--- config.mk ---
export PLATFORM = sky130hd
export DESIGN_NAME = nvw_guard_ctrl
export DESIGN_NICKNAME = d
export VERILOG_FILES = /design/src/rtl/nvw_pkg.sv /design/src/rtl/nvw_unlock.sv /design/src/rtl/nvw_holdoff.sv /design/src/rtl/nvw_array.sv /design/src/rtl/nvw_guard_ctrl.sv
export SDC_FILE = /design/constraint.sdc
export NUM_CORES = 1
export LEC_CHECK = 0
export BUFFER_PORTS_ARGS = -buffer_cell sky130_fd_sc_hd__buf_2
export CORE_UTILIZATION = 45
export DETAILED_ROUTE_END_ITERATION = 6
export RECOVER_POWER = 25
export SETUP_SLACK_MARGIN = 0.5
export SLEW_MARGIN = 10
export SYNTH_ARGS = -nofsm -noshare
export SYNTH_HDL_FRONTEND = slang
export SYNTH_SLANG_ARGS = --single-unit
--- constraint.sdc ---
create_clock -name clk -period 3 [get_ports clk]
set_input_delay 0.3 -clock clk [delete_from_list [all_inputs] [get_ports clk]]
set_output_delay 0.3 -clock clk [all_outputs]
set_load 0.01 [all_outputs]
--- src/rtl/nvw_pkg.sv ---
package nvw_pkg;
   typedef enum logic [1:0] {
      SEL_ADDR   = 2'd0,
      SEL_DATA   = 2'd1,
      SEL_CTRL   = 2'd2,
      SEL_UNLOCK = 2'd3
   } nvw_sel_e;

   localparam int CTL_RD  = 0;
   localparam int CTL_WR  = 1;
   localparam int CTL_EN  = 2;
   localparam int CTL_CLR = 3;

   typedef enum logic [1:0] {
      KEY_IDLE  = 2'd0,
      KEY_HALF  = 2'd1,
      KEY_ARMED = 2'd2
   } nvw_key_e;
endpackage

--- src/rtl/nvw_unlock.sv ---
module nvw_unlock #(
   parameter logic [7:0] KEY_A = 8'h55,
   parameter logic [7:0] KEY_B = 8'hAA
) (
   input  logic       clk,
   input  logic       rst_n,
   input  logic       wr_key,
   input  logic       wr_other,
   input  logic [7:0] key_byte,
   output logic       armed
);
   import nvw_pkg::*;

   nvw_key_e state_q, state_d;

   always_comb begin
      state_d = state_q;
      if (wr_other) begin
         state_d = KEY_IDLE;
      end else if (wr_key) begin
         if (key_byte == KEY_A)                            state_d = KEY_HALF;
         else if (key_byte == KEY_B && state_q == KEY_HALF) state_d = KEY_ARMED;
         else                                              state_d = KEY_IDLE;
      end
   end

   always_ff @(posedge clk or negedge rst_n) begin
      if (!rst_n) state_q <= KEY_IDLE;
      else        state_q <= state_d;
   end

   assign armed = (state_q == KEY_ARMED);


   key_order_chk: assert property (@(posedge clk) disable iff (!rst_n)
      $rose(armed) |-> $past(wr_key && key_byte == KEY_B));
endmodule

--- src/rtl/nvw_holdoff.sv ---
module nvw_holdoff #(
   parameter int HOLD_CYCLES = 64
) (
   input  logic clk,
   input  logic rst_n,
   output logic done
);
   generate
      if (HOLD_CYCLES == 0) begin : g_none
         assign done = 1'b1;
      end else begin : g_count
         localparam int HW = $clog2(HOLD_CYCLES + 1);
         logic [HW-1:0] cnt_q;
         always_ff @(posedge clk or negedge rst_n) begin
            if (!rst_n)           cnt_q <= HW'(HOLD_CYCLES);
            else if (cnt_q != '0) cnt_q <= cnt_q - 1'b1;
         end
         assign done = (cnt_q == '0);
      end
   endgenerate


   hold_monotonic_chk: assert property (@(posedge clk) disable iff (!rst_n)
      $past(done) |-> done);
endmodule

--- src/rtl/nvw_array.sv ---
module nvw_array #(
   parameter int AW = 6,
   parameter int DW = 8
) (
   input  logic          clk,
   input  logic          we,
   input  logic [AW-1:0] waddr,
   input  logic [DW-1:0] wdata,
   input  logic [AW-1:0] raddr_a,
   output logic [DW-1:0] rdata_a,
   input  logic [AW-1:0] raddr_b,
   output logic [DW-1:0] rdata_b
);
   localparam int DEPTH = 1 << AW;

   logic [DW-1:0] cells [DEPTH];

   always_ff @(posedge clk) begin
      if (we) cells[waddr] <= wdata;
   end

   assign rdata_a = cells[raddr_a];
   assign rdata_b = cells[raddr_b];
endmodule

--- src/rtl/nvw_guard_ctrl.sv ---
module nvw_guard_ctrl #(
   parameter int         AW          = 6,
   parameter int         WR_LAT      = 8,
   parameter int         HOLD_CYCLES = 64,
   parameter logic [7:0] KEY_A       = 8'h55,
   parameter logic [7:0] KEY_B       = 8'hAA
) (
   input  logic          clk,
   input  logic          rst_n,
   input  logic          cpu_we,
   input  logic [1:0]    cpu_sel,
   input  logic [7:0]    cpu_wdata,
   output logic [AW-1:0] addr_q,
   output logic [7:0]    data_q,
   output logic          wren,
   output logic          busy,
   output logic          err,
   input  logic          code_protect,
   input  logic          ext_we,
   input  logic          ext_re,
   input  logic [AW-1:0] ext_addr,
   input  logic [7:0]    ext_wdata,
   output logic [7:0]    ext_rdata
);
   import nvw_pkg::*;

   localparam int DW = 8;
   localparam int CW = $clog2(WR_LAT + 1);

   generate
      if (AW < 1 || AW > 8) begin : g_bad_aw
         $error("nvw_guard_ctrl: AW must be 1..8");
      end
      if (WR_LAT < 1) begin : g_bad_lat
         $error("nvw_guard_ctrl: WR_LAT must be at least 1");
      end
      if (HOLD_CYCLES < 0) begin : g_bad_hold
         $error("nvw_guard_ctrl: HOLD_CYCLES must not be negative");
      end
   endgenerate

   nvw_sel_e sel;
   logic wr_addr, wr_data, wr_ctrl, wr_key;
   logic armed, hold_done;
   logic start_req, start_ok, start_bad, read_req, wr_done, ext_wr_ok;
   logic [CW-1:0] lat_cnt;
   logic [DW-1:0] rd_int, rd_ext;
   logic          mem_we;
   logic [AW-1:0] mem_waddr;
   logic [DW-1:0] mem_wdata;

   assign sel     = nvw_sel_e'(cpu_sel);
   assign wr_addr = cpu_we && sel == SEL_ADDR;
   assign wr_data = cpu_we && sel == SEL_DATA;
   assign wr_ctrl = cpu_we && sel == SEL_CTRL;
   assign wr_key  = cpu_we && sel == SEL_UNLOCK;

   nvw_unlock #(.KEY_A(KEY_A), .KEY_B(KEY_B)) u_key (
      .clk(clk), .rst_n(rst_n), .wr_key(wr_key),
      .wr_other(cpu_we && !wr_key), .key_byte(cpu_wdata), .armed(armed)
   );

   nvw_holdoff #(.HOLD_CYCLES(HOLD_CYCLES)) u_hold (
      .clk(clk), .rst_n(rst_n), .done(hold_done)
   );

   assign start_req = wr_ctrl && cpu_wdata[CTL_WR] && !busy;
   assign start_ok  = start_req && wren && armed && hold_done;
   assign start_bad = start_req && !start_ok;
   assign read_req  = wr_ctrl && cpu_wdata[CTL_RD] && !cpu_wdata[CTL_WR] && !busy;
   assign wr_done   = busy && lat_cnt == CW'(1);
   assign ext_wr_ok = ext_we && !code_protect && hold_done && !busy;

   always_ff @(posedge clk or negedge rst_n) begin
      if (!rst_n) begin
         addr_q  <= '0;
         data_q  <= '0;
         wren    <= 1'b0;
         busy    <= 1'b0;
         err     <= 1'b0;
         lat_cnt <= '0;
      end else begin
         if (wr_addr && !busy) addr_q <= cpu_wdata[AW-1:0];
         if (wr_data && !busy) data_q <= cpu_wdata;
         else if (read_req)    data_q <= rd_int;
         if (wr_ctrl) wren <= cpu_wdata[CTL_EN];
         if (start_bad)                         err <= 1'b1;
         else if (wr_ctrl && cpu_wdata[CTL_CLR]) err <= 1'b0;
         if (start_ok) begin
            busy    <= 1'b1;
            lat_cnt <= CW'(WR_LAT);
         end else if (busy) begin
            lat_cnt <= lat_cnt - 1'b1;
            if (lat_cnt == CW'(1)) busy <= 1'b0;
         end
      end
   end

   always_ff @(posedge clk or negedge rst_n) begin
      if (!rst_n)      ext_rdata <= '0;
      else if (ext_re) ext_rdata <= code_protect ? '0 : rd_ext;
   end

   assign mem_we    = wr_done || ext_wr_ok;
   assign mem_waddr = wr_done ? addr_q : ext_addr;
   assign mem_wdata = wr_done ? data_q : ext_wdata;

   nvw_array #(.AW(AW), .DW(DW)) u_arr (
      .clk(clk), .we(mem_we), .waddr(mem_waddr), .wdata(mem_wdata),
      .raddr_a(addr_q), .rdata_a(rd_int),
      .raddr_b(ext_addr), .rdata_b(rd_ext)
   );


   no_start_in_hold_chk: assert property (@(posedge clk) disable iff (!rst_n)
      $rose(busy) |-> $past(hold_done));

   start_needs_enable_chk: assert property (@(posedge clk) disable iff (!rst_n)
      $rose(busy) |-> $past(wren) && $past(armed));

   key_consumed_chk: assert property (@(posedge clk) disable iff (!rst_n)
      $rose(busy) |-> !armed);

   frozen_regs_chk: assert property (@(posedge clk) disable iff (!rst_n)
      $past(busy) && busy |-> $stable(addr_q) && $stable(data_q));

   protected_read_chk: assert property (@(posedge clk) disable iff (!rst_n)
      $past(ext_re && code_protect) |-> ext_rdata == 8'h00);
endmodule

Word-level counts from Yosys, hierarchy flattened
Memory sizes are Yosys's and may differ from the RTL's.
Index checks and enable logic that the tools add are counted.

word-level totals
  bits in registers = 38
  memory bits (writable) = 512
  input bits = 30
  output and inout port bits = 25
  word-level logic and storage cells = 73
  memories kept = 1

memory list
  memory       words  width  read ports  clocked after memory_dff  wr ports  RTL line         RTL
  u_arr.cells  64     8      2           0                         1         nvw_array.sv:16  logic [DW-1:0] cells [DEPTH];

operators by class
  $add $sub $neg = 2
  eq/ne operators = 8
  mux-type cells = 18
  reductions and logical operators = 35

operators with widths
  operator             count
  $mux 8               4
  $logic_and 1x1->1    22
  $eq 8x7->1 const B   1
  $eq 8x8->1 const B   1
  $mux 2               4
  $mux 4               2
  $reduce_bool 2->1    4
  $logic_not 7->1      1
  $mux 1               7
  $reduce_bool 7->1    1
  $sub 7x1->7 const B  1
  $eq 2x2->1 const B   3
  $mux 6               1
  $logic_not 1->1      5
  $eq 2x1->1 const B   2
  $eq 4x1->1 const B   1
  $sub 4x1->4 const B  1
  $logic_not 2->1      1
  $logic_or 1x1->1     1

Depth between registers and ports, before layout
  depth in word-level cells = 10
  mapped depth = 10
  depth with buffers taken out = 7

Hierarchy
A second synthesis with hierarchy kept.

second synthesis, totals
  cells, all modules = 1368
  area total of the unflattened synthesis = 26072.5 sq um

modules (own cells, without submodules)
  module          times used  cells an instance  area each (sq um)  sequential area each (sq um)
  nvw_array       1           1195               23954.2            15374.7
  nvw_guard_ctrl  1           130                1614.0             725.7
  nvw_holdoff     1           31                 355.3              176.4
  nvw_unlock      1           12                 148.9              50.0

Least setup slack after synthesis
OpenSTA, ideal clock, no wires.

  kind = reg-to-reg
  from = register lat_cnt[1]
  to = memory u_arr.cells[0][0], data pin
  setup time = 0.356 ns
  arrival = 2.354 ns
  data required time = 2.644 ns
  setup slack = 0.290 ns
  cell stages (with the launch flop) = 8
  buffers on the path = 2
  clock period less this slack = 2.710 ns
  cells stage by stage = dfrtp_1 -> inv_1 -> ha_1 -> nor4bb_1 -> clkbuf_1 -> buf_1 -> nand2_1 -> nand2_1

on the way
  cells in the longest elaborated chain, start to end = 3

ends and longest elaborated chain
  what                    RTL line               RTL
  start, declared         nvw_guard_ctrl.sv:46   logic [CW-1:0] lat_cnt;
  start signal, assigned  nvw_guard_ctrl.sv:91   lat_cnt <= CW'(WR_LAT);
  start signal, assigned  nvw_guard_ctrl.sv:93   lat_cnt <= lat_cnt - 1'b1;
  $eq 4x1->1              nvw_guard_ctrl.sv:71   assign wr_done = busy && lat_cnt == CW'(1);
  $logic_and 1x1->1       nvw_guard_ctrl.sv:71
  $mux 8                  nvw_guard_ctrl.sv:106  assign mem_wdata = wr_done ? data_q : ext_wdata;
  net mem_wdata[0]        nvw_guard_ctrl.sv:50   logic [DW-1:0] mem_wdata;
  end, declared           nvw_array.sv:16

The timed path passes the listed nets, and every way through them passes these cells.

Final worst setup path
  from = register lat_cnt[1]
  to = memory u_arr.cells[35][3], data pin

Same word-level chain as after synthesis.

==> load_flow_metrics.sql <==
INSERT INTO impl_metrics (metric_group, metric, value, unit) VALUES
('outcome', 'run_status', 'complete, no violations', ''),
('floorplanning', 'floorplan.initialDensity', '45.8', '%'),
('timing', 'tightest_slew', '1.02', 'ns'),
('worst_setup_path', 'worstSetupPathType', 'flip-flop to flip-flop', ''),
('yosys', 'dominantRegCellSynth', 'edfxtp_1', ''),
('layout', 'fillCellCount', '4478', ''),
('clock_network', 'htreeDepth', '2', ''),
('clock_network', 'cts_tree', 'yes', ''),
('yosys', 'synth_sequential_area_ratio', '62.7', '%'),
('drt', 'drt_pre_antenna_iters', '6', ''),
('placed_design', 'hpwlAfterDp', '48.5', 'mm'),
('global_route', 'initial_antenna_violation_count', '0', ''),
('floorplanning', 'design.portCount', '55', ''),
('yosys', 'postSynth.asyncResetShare', '6.91', '%'),
('yosys', 'number_of_synthesized_register_bits', '550', ''),
('drt', 'routed_wirelength', '73.6', 'mm'),
('placed_design', 'gp_congestion', '0.931', ''),
('drt', 'count_of_vias_placed_by_the_detailed_router', '15200', ''),
('placed_design', 'dpl-instance-area', '28000', 'sq um'),
('drt', 'initialDrtViolationCount', '1708', ''),
('layout', 'multi_input_area', '9440', 'sq um'),
('power', 'power_density', '623', 'nW/um^2'),
('worst_setup_path', 'critical_path.endpoint_type', 'flip-flop', ''),
('global_route', 'grt_overflow_total', '0', ''),
('layout', 'design_area', '30500', 'sq um'),
('drt', 'wire_per_inst', '31.1', 'microns'),
('timing', 'report.final.setup_viol', '0', ''),
('worst_setup_path', 'cp-start-kind', 'flip-flop', ''),
('yosys', 'synth.area.top_cells', 'edfxtp_1 (59%), mux4_2 (24%), dfrtp_1 (3.6%), mux2i_1 (2.3%), nor2_1 (1.2%)', ''),
('yosys', 'yosys-top-cells-count', 'edfxtp_1 (512), mux4_2 (277), nor2_1 (85), nand2_1 (66), mux2i_1 (59)', ''),
('yosys', 'fraction_of_post_synthesis_cell_area_in_the_top_cell_type_by_area', '59.1', '%'),
('yosys', 'synth-edff-count', '512', ''),
('run', 'drv_cap', '0', ''),
('layout', 'areaGrowthSynthToFinish', '17.0', '%'),
('global_route', 'first_global_vias', '15300', ''),
('timing', 'achievable-frequency', '0.375', 'GHz'),
('yosys', 'synth.cell_area', '26000', 'sq um'),
('yosys', 'syn_avg_cell_area', '18.7', 'sq um'),
('timing', 'finalCritPeriodShare', '88.9', '%'),
('worst_setup_path', 'critPathArrivalTime', '3.07', 'ns'),
('yosys', 'mappedNetlistNets', '1425', ''),
('timing', 'hold_viol_final', '0', ''),
('layout', 'sequential_cell_area', '16300', 'sq um'),
('yosys', 'synth.lib_cells_used.distinct', '63', ''),
('clock_network', 'clkLatencyLatePin', '0.61', 'ns'),
('timing', 'setup_tns', '0', 'ns'),
('floorplanning', 'row_count', '87', ''),
('layout', 'n_antenna_cell', '0', ''),
('yosys', 'synth_warnings', '0', ''),
('placed_design', 'dp_slack', '0.213', 'ns'),
('timing', 'finClkSkew', '0.0176', 'ns'),
('floorplanning', 'floorplan.core_area', '56800', 'sq um'),
('drt', 'drcViolationCount', '0', ''),
('clock_network', 'cts-buffers-inserted', '56', ''),
('worst_setup_path', 'critPathRequiredTime', '3.40', 'ns'),
('worst_setup_path', 'worstPathMaxFanout', '48', ''),
('drt', 'antenna_violating_nets_post_route', '0', ''),
('worst_hold_path', 'holdCritPathClass', 'primary input to flip-flop', ''),
('yosys', 'post_synth_top_area_cell', 'edfxtp_1', ''),
('power', 'leakage_power_summed_over_all_cells', '10.0', 'nW'),
('clock_network', 'cts_root_buf', 'clkbuf_16', ''),
('power', 'peakVddDrop', '459', 'uV'),
('floorplanning', 'die_width', '243', 'microns'),
('floorplanning', 'die-area', '58800', 'sq um'),
('timing', 'final.setup.worst_slack', '0.333', 'ns'),
('power', 'p_total', '19.0', 'mW'),
('drt', 'route.detailed.vias_per_inst', '6.43', ''),
('timing', 'slew_headroom', '32.0', '%'),
('floorplanning', 'chipHeight', '243', 'microns'),
('placed_design', 'placed_cells', '2234', ''),
('layout', 'final_nets', '1597', '');
[through the flow]
stage	hold WS (ns)	utilization (%)
floorplan	0.00441	-
global placement	0.451	49.4
detailed placement	0.462	49.4
CTS	0.00394	53.1
global route	0.0344	53.6
finish	0.0323	53.6
[final cells by class]
class	instances	area share, %
clock buffers	67	4.88
clock inverters	36	1.29
inverters	9	0.111
multi-input cells	733	31.0
flip-flops and latches	550	53.7
well taps	756	3.11
repair buffers	213	5.95
[cell families after synthesis]
kind of cell	share of synthesized area [%]
XOR/XNOR	0.269
AND/OR/NAND/NOR	4.83
multiplexers	27.0
AO/OA/AOI/OAI	3.05
adder cells (fa/ha/maj)	0.192
flip-flops	62.7
buffers and inverters	1.97
[critical path: stages, from the launching register on]
cell      delay [ns]
dfrtp_1         0.41
inv_2           0.10
ha_4            0.14
nor4bb_4        0.39
clkbuf_1        0.38
nand2_1         0.10
nand2_1         0.53
buf_12          0.30
[power breakdown]
group,switching [mW],internal (mW)
Combinational,1.65,1.44
Clock,2.95,4.21
Sequential,0.219,8.50
Total,4.81,14.1
[sequential cells by signal (all words and copies together) (netlist names)]
register / flops
addr_q: 6
busy: 1
data_q: 8
err: 1
ext_rdata: 8
lat_cnt: 4
u_arr.cells: 512
u_hold.g_count.cnt_q: 7
u_key.state_q: 2
wren: 1
[metal layers]
metal / wire, microns / GRT usage, % / vias up
li1: - / - / 6243
met1: 30700 / 36.5 / 8078
met2: 34900 / 39.4 / 745
met3: 5840 / 4.44 / 123
met4: 2240 / 7.71 / 0
met5: 0 / 0 / -
[cells in the final DEF (no fill, tap or decap), drive strengths merged, types with 5 or more instances in the layout]
cell and n:
clkbuf 100, edfxtp 512, nor2 85, mux2i 59
inv 8, and2 9, nor3 9, o22ai 24
nand2b 13, bufinv 8, a311oi 6, mux2 17
clkinvlp 5, dfrtp 37, mux4 277, o21ai 19
clkinv 24, xnor2 6, nand2 66, o211ai 7
a221oi 10, nand3 16, nor4bb 6, buf 176
nor2b 10, a21oi 17
[final timing paths]
path	startpoint	end	cells after the start	slack, ns
min	cpu_wdata[5]	addr_q[5]	2	0.03
max in group asynchronous	rst_n	addr_q[1]	2	2.01
max reg2reg	lat_cnt[1]	u_arr.cells[35][3]	7	0.33
min in group asynchronous	rst_n	u_hold.g_count.cnt_q[0]	2	0.35
max	lat_cnt[1]	u_arr.cells[35][3]	7	0.33
min reg2reg	err	err	2	0.48
[what timing repair did]
action | CTS | global route
hold buffers | 4 | 0
setup buffers | 9 | 9
hold endpoints to repair | 40 | 0
pin swaps | 2 | 6
resized for setup | 34 | 50
gates cloned | 0 | 5
endpoints found under the setup margin | 477 | 509
(Power assumes the default switching activity.)
